## config.mk

```make
export PLATFORM = sky130hd
export DESIGN_NAME = flash_cmd_seq
export DESIGN_NICKNAME = d
export VERILOG_FILES = /design/src/rtl/fcs_pkg.sv /design/src/rtl/cmd_classify.sv /design/src/rtl/hv_track.sv /design/src/rtl/seq_fsm.sv /design/src/rtl/flash_cmd_seq.sv
export SDC_FILE = /design/constraint.sdc
export NUM_CORES = 1
export LEC_CHECK = 0
export BUFFER_PORTS_ARGS = -buffer_cell sky130_fd_sc_hd__buf_2
export CAP_MARGIN = 20
export CORE_AREA = 2 2 64 66
export CTS_CLUSTER_DIAMETER = 30
export DETAILED_ROUTE_END_ITERATION = 10
export DIE_AREA = 0 0 66 68
export MAX_ROUTING_LAYER = met4
export PLACE_DENSITY = 0.75
export SLEW_MARGIN = 0
export SYNTH_ARGS = -nofsm -noshare
export SYNTH_HDL_FRONTEND = slang
export SYNTH_HIERARCHICAL = 1
export SYNTH_SLANG_ARGS = --single-unit
```

## constraint.sdc

```tcl
create_clock -name clk -period 1.9 [get_ports clk]
set_clock_uncertainty 0.15 [all_clocks]
set_input_delay 0.285 -clock clk [delete_from_list [all_inputs] [get_ports clk]]
set_output_delay 0.285 -clock clk [all_outputs]
set_load 0.005 [all_outputs]
```

## src/rtl/fcs_pkg.sv

```systemverilog
package fcs_pkg;

  typedef enum logic [3:0] {
    S_IDLE, S_UNL1, S_UNL2, S_SETUP, S_ERA1, S_ERA2,
    S_BP_PROG, S_BP_ERASE, S_BP_RST
  } seq_state_e;

  typedef enum logic [2:0] {
    OP_NONE, OP_PROGRAM, OP_BLK_ERASE, OP_CHIP_ERASE, OP_BYP_ENTER, OP_BYP_EXIT
  } op_e;

  typedef struct packed {
    logic key1;
    logic key2;
    logic setup;
    logic byp;
    logic prog;
    logic chip;
    logic blk;
    logic rst1;
    logic rst2;
    logic rd;
  } cmd_class_t;

  localparam logic [7:0] KEY1_DATA = 8'hAA;
  localparam logic [7:0] KEY2_DATA = 8'h55;
  localparam logic [7:0] OPC_SETUP = 8'h80;
  localparam logic [7:0] OPC_BYP   = 8'h20;
  localparam logic [7:0] OPC_PROG  = 8'hA0;
  localparam logic [7:0] OPC_CHIP  = 8'h10;
  localparam logic [7:0] OPC_BLK   = 8'h30;
  localparam logic [7:0] OPC_RST1  = 8'h90;
  localparam logic [7:0] OPC_RST2  = 8'h00;
  localparam logic [7:0] OPC_READ  = 8'hF0;

endpackage

```

## src/rtl/cmd_classify.sv

```systemverilog
module cmd_classify
  import fcs_pkg::*;
#(
  parameter int ADDR_W = 12,
  parameter int DATA_W = 8,
  parameter logic [ADDR_W-1:0] KEY1_ADDR = 'h555,
  parameter logic [ADDR_W-1:0] KEY2_ADDR = 'h2AA
) (
  input  logic [ADDR_W-1:0] addr,
  input  logic [DATA_W-1:0] data,
  output cmd_class_t        cls
);

  logic       hi_zero;
  logic [7:0] code;

  generate
    if (DATA_W > 8) begin : g_wide
      assign hi_zero = ~|data[DATA_W-1:8];
    end else begin : g_byte
      assign hi_zero = 1'b1;
    end
  endgenerate

  assign code = data[7:0];

  always_comb begin
    cls.key1  = hi_zero && (addr == KEY1_ADDR) && (code == KEY1_DATA);
    cls.key2  = hi_zero && (addr == KEY2_ADDR) && (code == KEY2_DATA);
    cls.setup = hi_zero && (code == OPC_SETUP);
    cls.byp   = hi_zero && (code == OPC_BYP);
    cls.prog  = hi_zero && (code == OPC_PROG);
    cls.chip  = hi_zero && (code == OPC_CHIP);
    cls.blk   = hi_zero && (code == OPC_BLK);
    cls.rst1  = hi_zero && (code == OPC_RST1);
    cls.rst2  = hi_zero && (code == OPC_RST2);
    cls.rd    = hi_zero && (code == OPC_READ);
  end

endmodule

```

## src/rtl/hv_track.sv

```systemverilog
module hv_track (
  input  logic       clk,
  input  logic       rst_n,
  input  logic [1:0] hv_level,
  output logic       vid_q,
  output logic       vid_rise,
  output logic       vid_fall
);

  logic vid_now;

  assign vid_now  = hv_level[1];
  assign vid_rise = vid_now & ~vid_q;
  assign vid_fall = ~vid_now & vid_q;

  always_ff @(posedge clk or negedge rst_n) begin
    if (!rst_n) vid_q <= 1'b0;
    else        vid_q <= vid_now;
  end

  a_r10_vid_follows_pin: assert property (@(posedge clk) disable iff (!rst_n)
    $past(hv_level[1]) |-> vid_q);

endmodule

```

## src/rtl/seq_fsm.sv

```systemverilog
module seq_fsm
  import fcs_pkg::*;
#(
  parameter int ADDR_W = 12,
  parameter int DATA_W = 8
) (
  input  logic              clk,
  input  logic              rst_n,
  input  logic              wr_en,
  input  logic [ADDR_W-1:0] wr_addr,
  input  logic [DATA_W-1:0] wr_data,
  input  cmd_class_t        cls,
  input  logic              vid_q,
  input  logic              vid_rise,
  input  logic              vid_fall,
  output op_e               op_q,
  output logic [ADDR_W-1:0] addr_q,
  output logic [DATA_W-1:0] data_q,
  output logic              byp_q
);

  seq_state_e state_q, state_n;
  op_e        op_n;
  logic       byp_n;
  logic       in_bypass;
  logic       cap_en;

  assign in_bypass = byp_q | vid_q;
  assign cap_en    = (op_n != OP_NONE);

  always_comb begin
    state_n = state_q;
    byp_n   = byp_q;
    op_n    = OP_NONE;
    if (vid_fall) begin
      state_n = S_IDLE;
      byp_n   = 1'b0;
    end else if (vid_rise) begin
      state_n = S_IDLE;
    end else if (wr_en) begin
      state_n = S_IDLE;
      if (cls.rd) begin
        state_n = S_IDLE;
      end else if (!in_bypass) begin
        unique case (state_q)
          S_IDLE:  if (cls.key1) state_n = S_UNL1;
          S_UNL1:  if (cls.key2) state_n = S_UNL2;
          S_UNL2: begin
            if (cls.setup) state_n = S_SETUP;
            else if (cls.byp) begin
              byp_n = 1'b1;
              op_n  = OP_BYP_ENTER;
            end
          end
          S_SETUP: if (cls.key1) state_n = S_ERA1;
          S_ERA1:  if (cls.key2) state_n = S_ERA2;
          S_ERA2: begin
            if (cls.chip)     op_n = OP_CHIP_ERASE;
            else if (cls.blk) op_n = OP_BLK_ERASE;
          end
          default: state_n = S_IDLE;
        endcase
      end else begin
        unique case (state_q)
          S_IDLE: begin
            if (cls.prog)       state_n = S_BP_PROG;
            else if (cls.setup) state_n = S_BP_ERASE;
            else if (cls.rst1)  state_n = S_BP_RST;
          end
          S_BP_PROG: op_n = OP_PROGRAM;
          S_BP_ERASE: begin
            if (cls.chip)     op_n = OP_CHIP_ERASE;
            else if (cls.blk) op_n = OP_BLK_ERASE;
          end
          S_BP_RST: begin
            if (cls.rst2 && !vid_q) begin
              byp_n = 1'b0;
              op_n  = OP_BYP_EXIT;
            end
          end
          default: state_n = S_IDLE;
        endcase
      end
    end
  end

  always_ff @(posedge clk or negedge rst_n) begin
    if (!rst_n) begin
      state_q <= S_IDLE;
      byp_q   <= 1'b0;
      op_q    <= OP_NONE;
    end else begin
      state_q <= state_n;
      byp_q   <= byp_n;
      op_q    <= op_n;
    end
  end

  always_ff @(posedge clk or negedge rst_n) begin
    if (!rst_n) begin
      addr_q <= '0;
      data_q <= '0;
    end else if (cap_en) begin
      addr_q <= wr_addr;
      data_q <= wr_data;
    end
  end

  a_r6_prog_needs_bypass: assert property (@(posedge clk) disable iff (!rst_n)
    (op_q == OP_PROGRAM) |-> $past(in_bypass));

  a_r5_enter_sets_mode: assert property (@(posedge clk) disable iff (!rst_n)
    (op_q == OP_BYP_ENTER) |-> (byp_q && !$past(in_bypass)));

  a_r9_exit_clears_mode: assert property (@(posedge clk) disable iff (!rst_n)
    (op_q == OP_BYP_EXIT) |-> (!byp_q && $past(byp_q)));

endmodule

```

## src/rtl/flash_cmd_seq.sv

```systemverilog
module flash_cmd_seq
  import fcs_pkg::*;
#(
  parameter int ADDR_W = 12,
  parameter int DATA_W = 8,
  parameter logic [ADDR_W-1:0] KEY1_ADDR = 'h555,
  parameter logic [ADDR_W-1:0] KEY2_ADDR = 'h2AA
) (
  input  logic              clk,
  input  logic              rst_n,
  input  logic              wr_en,
  input  logic [ADDR_W-1:0] wr_addr,
  input  logic [DATA_W-1:0] wr_data,
  input  logic [1:0]        hv_level,
  output logic              req_program,
  output logic              req_blk_erase,
  output logic              req_chip_erase,
  output logic              req_byp_enter,
  output logic              req_byp_exit,
  output logic [ADDR_W-1:0] req_addr,
  output logic [DATA_W-1:0] req_data,
  output logic              bypass_mode,
  output logic              unprot_all
);

  cmd_class_t cls;
  op_e        op_q;
  logic       vid_q, vid_rise, vid_fall, byp_q;

  cmd_classify #(
    .ADDR_W(ADDR_W), .DATA_W(DATA_W),
    .KEY1_ADDR(KEY1_ADDR), .KEY2_ADDR(KEY2_ADDR)
  ) i_classify (
    .addr(wr_addr), .data(wr_data), .cls(cls)
  );

  hv_track i_hv (
    .clk(clk), .rst_n(rst_n), .hv_level(hv_level),
    .vid_q(vid_q), .vid_rise(vid_rise), .vid_fall(vid_fall)
  );

  seq_fsm #(.ADDR_W(ADDR_W), .DATA_W(DATA_W)) i_fsm (
    .clk(clk), .rst_n(rst_n), .wr_en(wr_en), .wr_addr(wr_addr),
    .wr_data(wr_data), .cls(cls), .vid_q(vid_q), .vid_rise(vid_rise),
    .vid_fall(vid_fall), .op_q(op_q), .addr_q(req_addr),
    .data_q(req_data), .byp_q(byp_q)
  );

  assign req_program    = (op_q == OP_PROGRAM);
  assign req_blk_erase  = (op_q == OP_BLK_ERASE);
  assign req_chip_erase = (op_q == OP_CHIP_ERASE);
  assign req_byp_enter  = (op_q == OP_BYP_ENTER);
  assign req_byp_exit   = (op_q == OP_BYP_EXIT);
  assign bypass_mode    = byp_q | vid_q;
  assign unprot_all     = vid_q;

  a_r10_drop_ends_bypass: assert property (@(posedge clk) disable iff (!rst_n)
    $fell(unprot_all) |-> !bypass_mode);

  a_r11_no_exit_under_hv: assert property (@(posedge clk) disable iff (!rst_n)
    unprot_all |-> !req_byp_exit);

  a_r12_read_keeps_mode: assert property (@(posedge clk) disable iff (!rst_n)
    ($past(wr_en) && $past(wr_data[7:0]) == 8'hF0 && $past(hv_level[1]) == $past(vid_q))
      |-> (bypass_mode == $past(bypass_mode)));

endmodule

```

== Word-level counts from Yosys, hierarchy flattened ==
Cells that the tools add are included.

* Bits in registers: 29
* Bits of input ports: 25
* Word-level logic and storage cells: 89
* Output and inout port bits: 27

* Reduce and logical (&&, ||, !) cells: 12
* Equal/unequal tests: 29
* Bitwise gates (word level): 5
* Multiplexer cells: 37

{| class="wikitable"
|+ Operators with widths
! operator !! count
|-
| == test 8 bit, second input constant || 5
|-
| two-way mux 4 bit || 9
|-
| two-way mux 3 bit || 10
|-
| case mux 4 bit (5 select lines) || 1
|-
| == test 4 x 3 -> 1 bit, second input constant || 4
|-
| == test 8 x 6 -> 1 bit, second input constant || 2
|-
| == test 12 x 10 -> 1 bit, second input constant || 1
|-
| == test 12 x 11 -> 1 bit, second input constant || 1
|-
| nonzero test 3 bit || 4
|-
| two-way mux 1 bit || 11
|-
| case mux 3 bit (3 select lines) || 1
|-
| == test 4 x 2 -> 1 bit, second input constant || 2
|-
| == test 8 x 5 -> 1 bit, second input constant || 1
|-
| == test 8 x 7 -> 1 bit, second input constant || 1
|-
| zero test 8 bit || 1
|-
| two-way mux 2 bit || 4
|-
| AND reduction 8 bit || 1
|-
| == test 3 x 2 -> 1 bit, second input constant || 2
|-
| == test 3 bit, second input constant || 2
|-
| inequality test 3 x 1 -> 1 bit, second input constant || 2
|-
| case mux 3 bit (2 select lines) || 1
|-
| == test 4 x 1 -> 1 bit, second input constant || 1
|-
| == test 4 bit, second input constant || 1
|-
| zero test 4 bit || 1
|-
| 10 further kinds || 14
|}

== Depth between registers and ports, before layout ==
* Depth after elaboration: 10
* Mapped depth: 10
* Depth with buffers taken out: 8

== Hierarchy ==
The synthesis kept the hierarchy.

{| class="wikitable"
|+ By module, submodules not included
! module !! cells each !! seq. area each (um2) !! times used !! area an instance (um2)
|-
| seq_fsm || 106 || 700.7 || 1 || 1386.3
|-
| cmd_classify || 33 || 0.0 || 1 || 205.2
|-
| flash_cmd_seq || 6 || 0.0 || 1 || 48.8
|-
| hv_track || 3 || 25.0 || 1 || 40.0
|}

== Worst setup path after synthesis ==
Ideal clock, no wire load.

* Path type: input -> register
* Start: input port wr_data[1]
* End: register i_fsm.addr_q[0]
* Data required time: 1.625 ns
* Path slack: -0.266 ns
* Cell stages on the path: 9
* Data arrival time: 1.891 ns
* Buffers on the path: 1
* Path through: nor3_1 nand2_1 nor2_1 nor2b_1 nand4_1 a21oi_1 a211oi_2 buf_6 mux2_4

{| class="wikitable"
|+ RTL lines
! item !! RTL line !! text
|-
| from (decl) || flash_cmd_seq.sv:13 || <nowiki>input logic [DATA_W-1:0] wr_data,</nowiki>
|-
| to (signal assigned) || seq_fsm.sv:104 || <nowiki>addr_q <= wr_addr;</nowiki>
|-
| to (decl) || seq_fsm.sv:17 || <nowiki>output logic [ADDR_W-1:0] addr_q,</nowiki>
|}

==> results.txt <==
period utilization -> 1.188
# diodes -> 0
H-tree Lvls -> 2
sequential power share -> 0.471
Die Y -> 68 um
Iter 0 DRT Violations -> 89
Crit. End Element -> register
Critical path buffers and inverters -> 3
CP max-delay cell -> mux2_4
Min Hold Slack -> 112.8 ps
Worst-Margin Slew -> 651.2 ps
GP Congestion -> 0.8946
IO Port Bufs -> 50
status -> finished with violations
via count -> 1619
first-pass GRT wire length -> 7431 um
internal power -> 1020 uW
Worst R2R End -> i_fsm/addr_q[6]
CP max FO -> 8
area grow syn2layout -> 56.74%
# DRC -> 0
Yosys reg bits -> 29
Clock power frac -> 0.372
Post-synth EDFFs -> 0
GRT overflow -> 0
die width -> 66 um
FF-to-FF setup slack -> -350 ps
Rows -> 23
HPWL Detailed -> 3483 um
Tot Pwr -> 1349 uW
largest net degree at the start of global routing -> 30
RSZ-0062 raised after global routing -> yes
hold depth -> 2
clk buf depth -> 2
data arrival time of the worst path -> 2270 ps
CP max stage delay -> 300 ps
vias in the first global route -> 1627
CP Launch Type -> primary input
LEAKAGE -> 0.001370 uW
Worst Setup EP -> i_fsm/addr_q[6]
HP Class -> in -> reg
crit-path leading delay family -> simple AND/OR/NAND/NOR gates
Logic pwr share -> 0.156
NumNets Final -> 280
First-pass DRT Iterations -> 4
cells after synthesis -> 148
total global-route track usage -> 0.2289
Slew Limit Fails -> 0
Max Fclk -> 443.2 MHz
layout cells sized above 1 -> 0.6510
Cell Area, Synth -> 0.001680 mm^2
syn_area_per_cell -> 11.35 um^2
Setup Viol. Count Final -> 21
Max VDD drop -> 467.9 uV
max_cap viols -> 0
Slew Limit Headroom -> 0.5659
crit path time final -> 2257 ps
die area -> 0.004488 mm^2
R2R depth -> 8
Unique masters post-synth -> 45
DRT antenna net count -> 0
clock sink count -> 29
Worst Path Required -> 1910 ps
failing checks -> negative setup slack
Sw Share -> 0.2437
prevailing post-synth register cell -> dfrtp_1
Reg clk slew, reported paths -> 60 ps
antenna violations before repair -> 0
net load switching power -> 328.7 uW
Avg Vias per Cell -> 5.308
Post-Route WL -> 5214 um
setup ws final -> -356.6 ps
CTS tree -> done
worst r2r src -> i_hv/vid_q
beginning of the critical path -> wr_data[1]
cells along the critical path -> buf_2, nor2_1, nand3_4, nor4_2, nor2b_1, nand4_1, a21oi_2, a211oi_4, buf_6, clkbuf_16, mux2_4
Fin. Hold Viols -> 0
IO Count -> 52
CORE AREA -> 0.003856 mm^2
initial core utilization -> 0.4358
Seq/Total Area, Yosys -> 0.4319
worst skew pair latency -> 280 ps
Synthesis Warnings -> 6
WL per Instance -> 17.10 um
crit path kind -> in -> reg
WP depth -> 11
CTS Buf Count -> 5
asr flop ratio synth -> 1.000
power per cell area -> 512.3 mW/mm^2
syn_nets -> 173
root buf cell -> clkbuf_8
[placed cells by master, fill, tap and decap left out, types with 2 or more instances in the layout]
cell,count
buf_4,49
buf_2,48
dfrtp_1,28
mux2_4,20
nor2_1,7
nand2_1,7
clkbuf_8,6
nor4_2,5
nor3_1,5
nand3_1,5
nor2b_1,4
nand4_1,4
buf_6,4
nor3b_1,3
and3b_2,3
nor2_4,3
nand2_2,3
nor3_4,3
nor2_2,3
and4bb_2,3
o21ai_0,3
dlygate4sd3_1,2
nand2b_1,2
inv_1,2
a21oi_1,2
[power by group through the flow]
| stage | Clock, uW | Sequential, uW | Combinational [uW] |
|---|---|---|---|
| final | 502 | 636 | 211 |
| after global placement | 0 | 646 | 179 |
| after CTS | 514 | 635 | 191 |
| after global routing | 555 | 636 | 229 |
| after detailed placement | 0 | 645 | 183 |
| after floorplan | 0 | 642 | 61.7 |
[per-stage QoR]
| stage | TNS (ps) | worst slack (ps) | util | area (um^2) | instances |
|---|---|---|---|---|---|
| floorplan | -1611 | -76.82 | - | 1747 | 148 |
| global route | -8485 | -427.8 | 0.6830 | 2634 | 305 |
| detailed placement | -9339 | -454.2 | 0.6158 | 2375 | 289 |
| finish | -6858 | -356.6 | 0.6830 | 2634 | 305 |
| CTS | -4588 | -245.0 | 0.6525 | 2516 | 299 |
| global placement | -8000 | -391.5 | 0.6158 | 2375 | 289 |
[how the worst min path moves through the flow]
stage                          start               to  slack [ps]
after floorplan                rst_n  i_fsm/addr_q[0]        -160
after global placement         rst_n  i_fsm/addr_q[5]         200
after detailed placement       rst_n  i_fsm/addr_q[5]         210
after CTS                 wr_addr[8]  i_fsm/addr_q[8]         100
after global routing      wr_addr[8]  i_fsm/addr_q[8]         120
final                     wr_addr[8]  i_fsm/addr_q[8]         110
[routing by layer]
| metal | vias to the layer above | wire, um | GRT usage |
|---|---|---|---|
| met5 | - | 0 | - |
| met4 | 0 | 125 | 0.07143 |
| met3 | 11 | 206 | 0.04605 |
| met2 | 52 | 2711 | 0.3965 |
| met1 | 797 | 2170 | 0.2708 |
| li1 | 759 | - | - |
[synthesized netlist by cell type, types with 2 or more instances]
| master | n | share of area |
|---|---|---|
| buf_6 | 3 | 0.020 |
| dfrtp_1 | 29 | 0.43 |
| nand2b_1 | 2 | 0.0074 |
| inv_1 | 2 | 0.0045 |
| and3b_2 | 3 | 0.018 |
| buf_2 | 2 | 0.0060 |
| nor3_1 | 8 | 0.024 |
| nand4_1 | 4 | 0.015 |
| a21oi_1 | 3 | 0.0089 |
| nand2_1 | 10 | 0.022 |
| o21ai_0 | 3 | 0.0089 |
| and4bb_2 | 2 | 0.015 |
| nor4_1 | 3 | 0.011 |
| mux2_4 | 20 | 0.18 |
| nor4_2 | 2 | 0.015 |
| nand3_1 | 6 | 0.018 |
| nor3b_1 | 3 | 0.013 |
| nor2b_1 | 5 | 0.019 |
| nor2_1 | 12 | 0.027 |
[kinds of logic after synthesis]
logic type / count (synthesis) / share of synthesized area
compound gates: 18 / 0.08190
flops: 29 / 0.4319
mux: 21 / 0.1847
buf+inv: 7 / 0.03053
simple gates: 73 / 0.2710
[sequential cells by signal, summed over array words and instances (netlist names)]
register and cells:
i_fsm/byp_q 1, i_hv/vid_q 1, i_fsm/state_q 4, i_fsm/addr_q 12
i_fsm/data_q 8, i_fsm/op_q 3
[cell type report]
| class | instances | area, um^2 |
|---|---|---|
| fill | 292 | 1222 |
| multi-input combinational | 112 | 1032 |
| sequential | 29 | 726.9 |
| timing repair buffer | 105 | 718.2 |
| clock buffer | 7 | 86.33 |
| tap | 50 | 62.56 |
| inverter | 2 | 7.507 |
[timing repair]
| action | CTS | global route |
|---|---|---|
| buffers inserted | 1 | 5 |
| resized for setup | 5 | 13 |
| hold buffers | 2 | 0 |
| setup endpoints to repair | 23 | 21 |
| cloned | 0 | 1 |
| pin swaps | 0 | 5 |
| hold endpoints to repair | 30 | 0 |
Note: power is estimated with default switching activity, not from simulation.
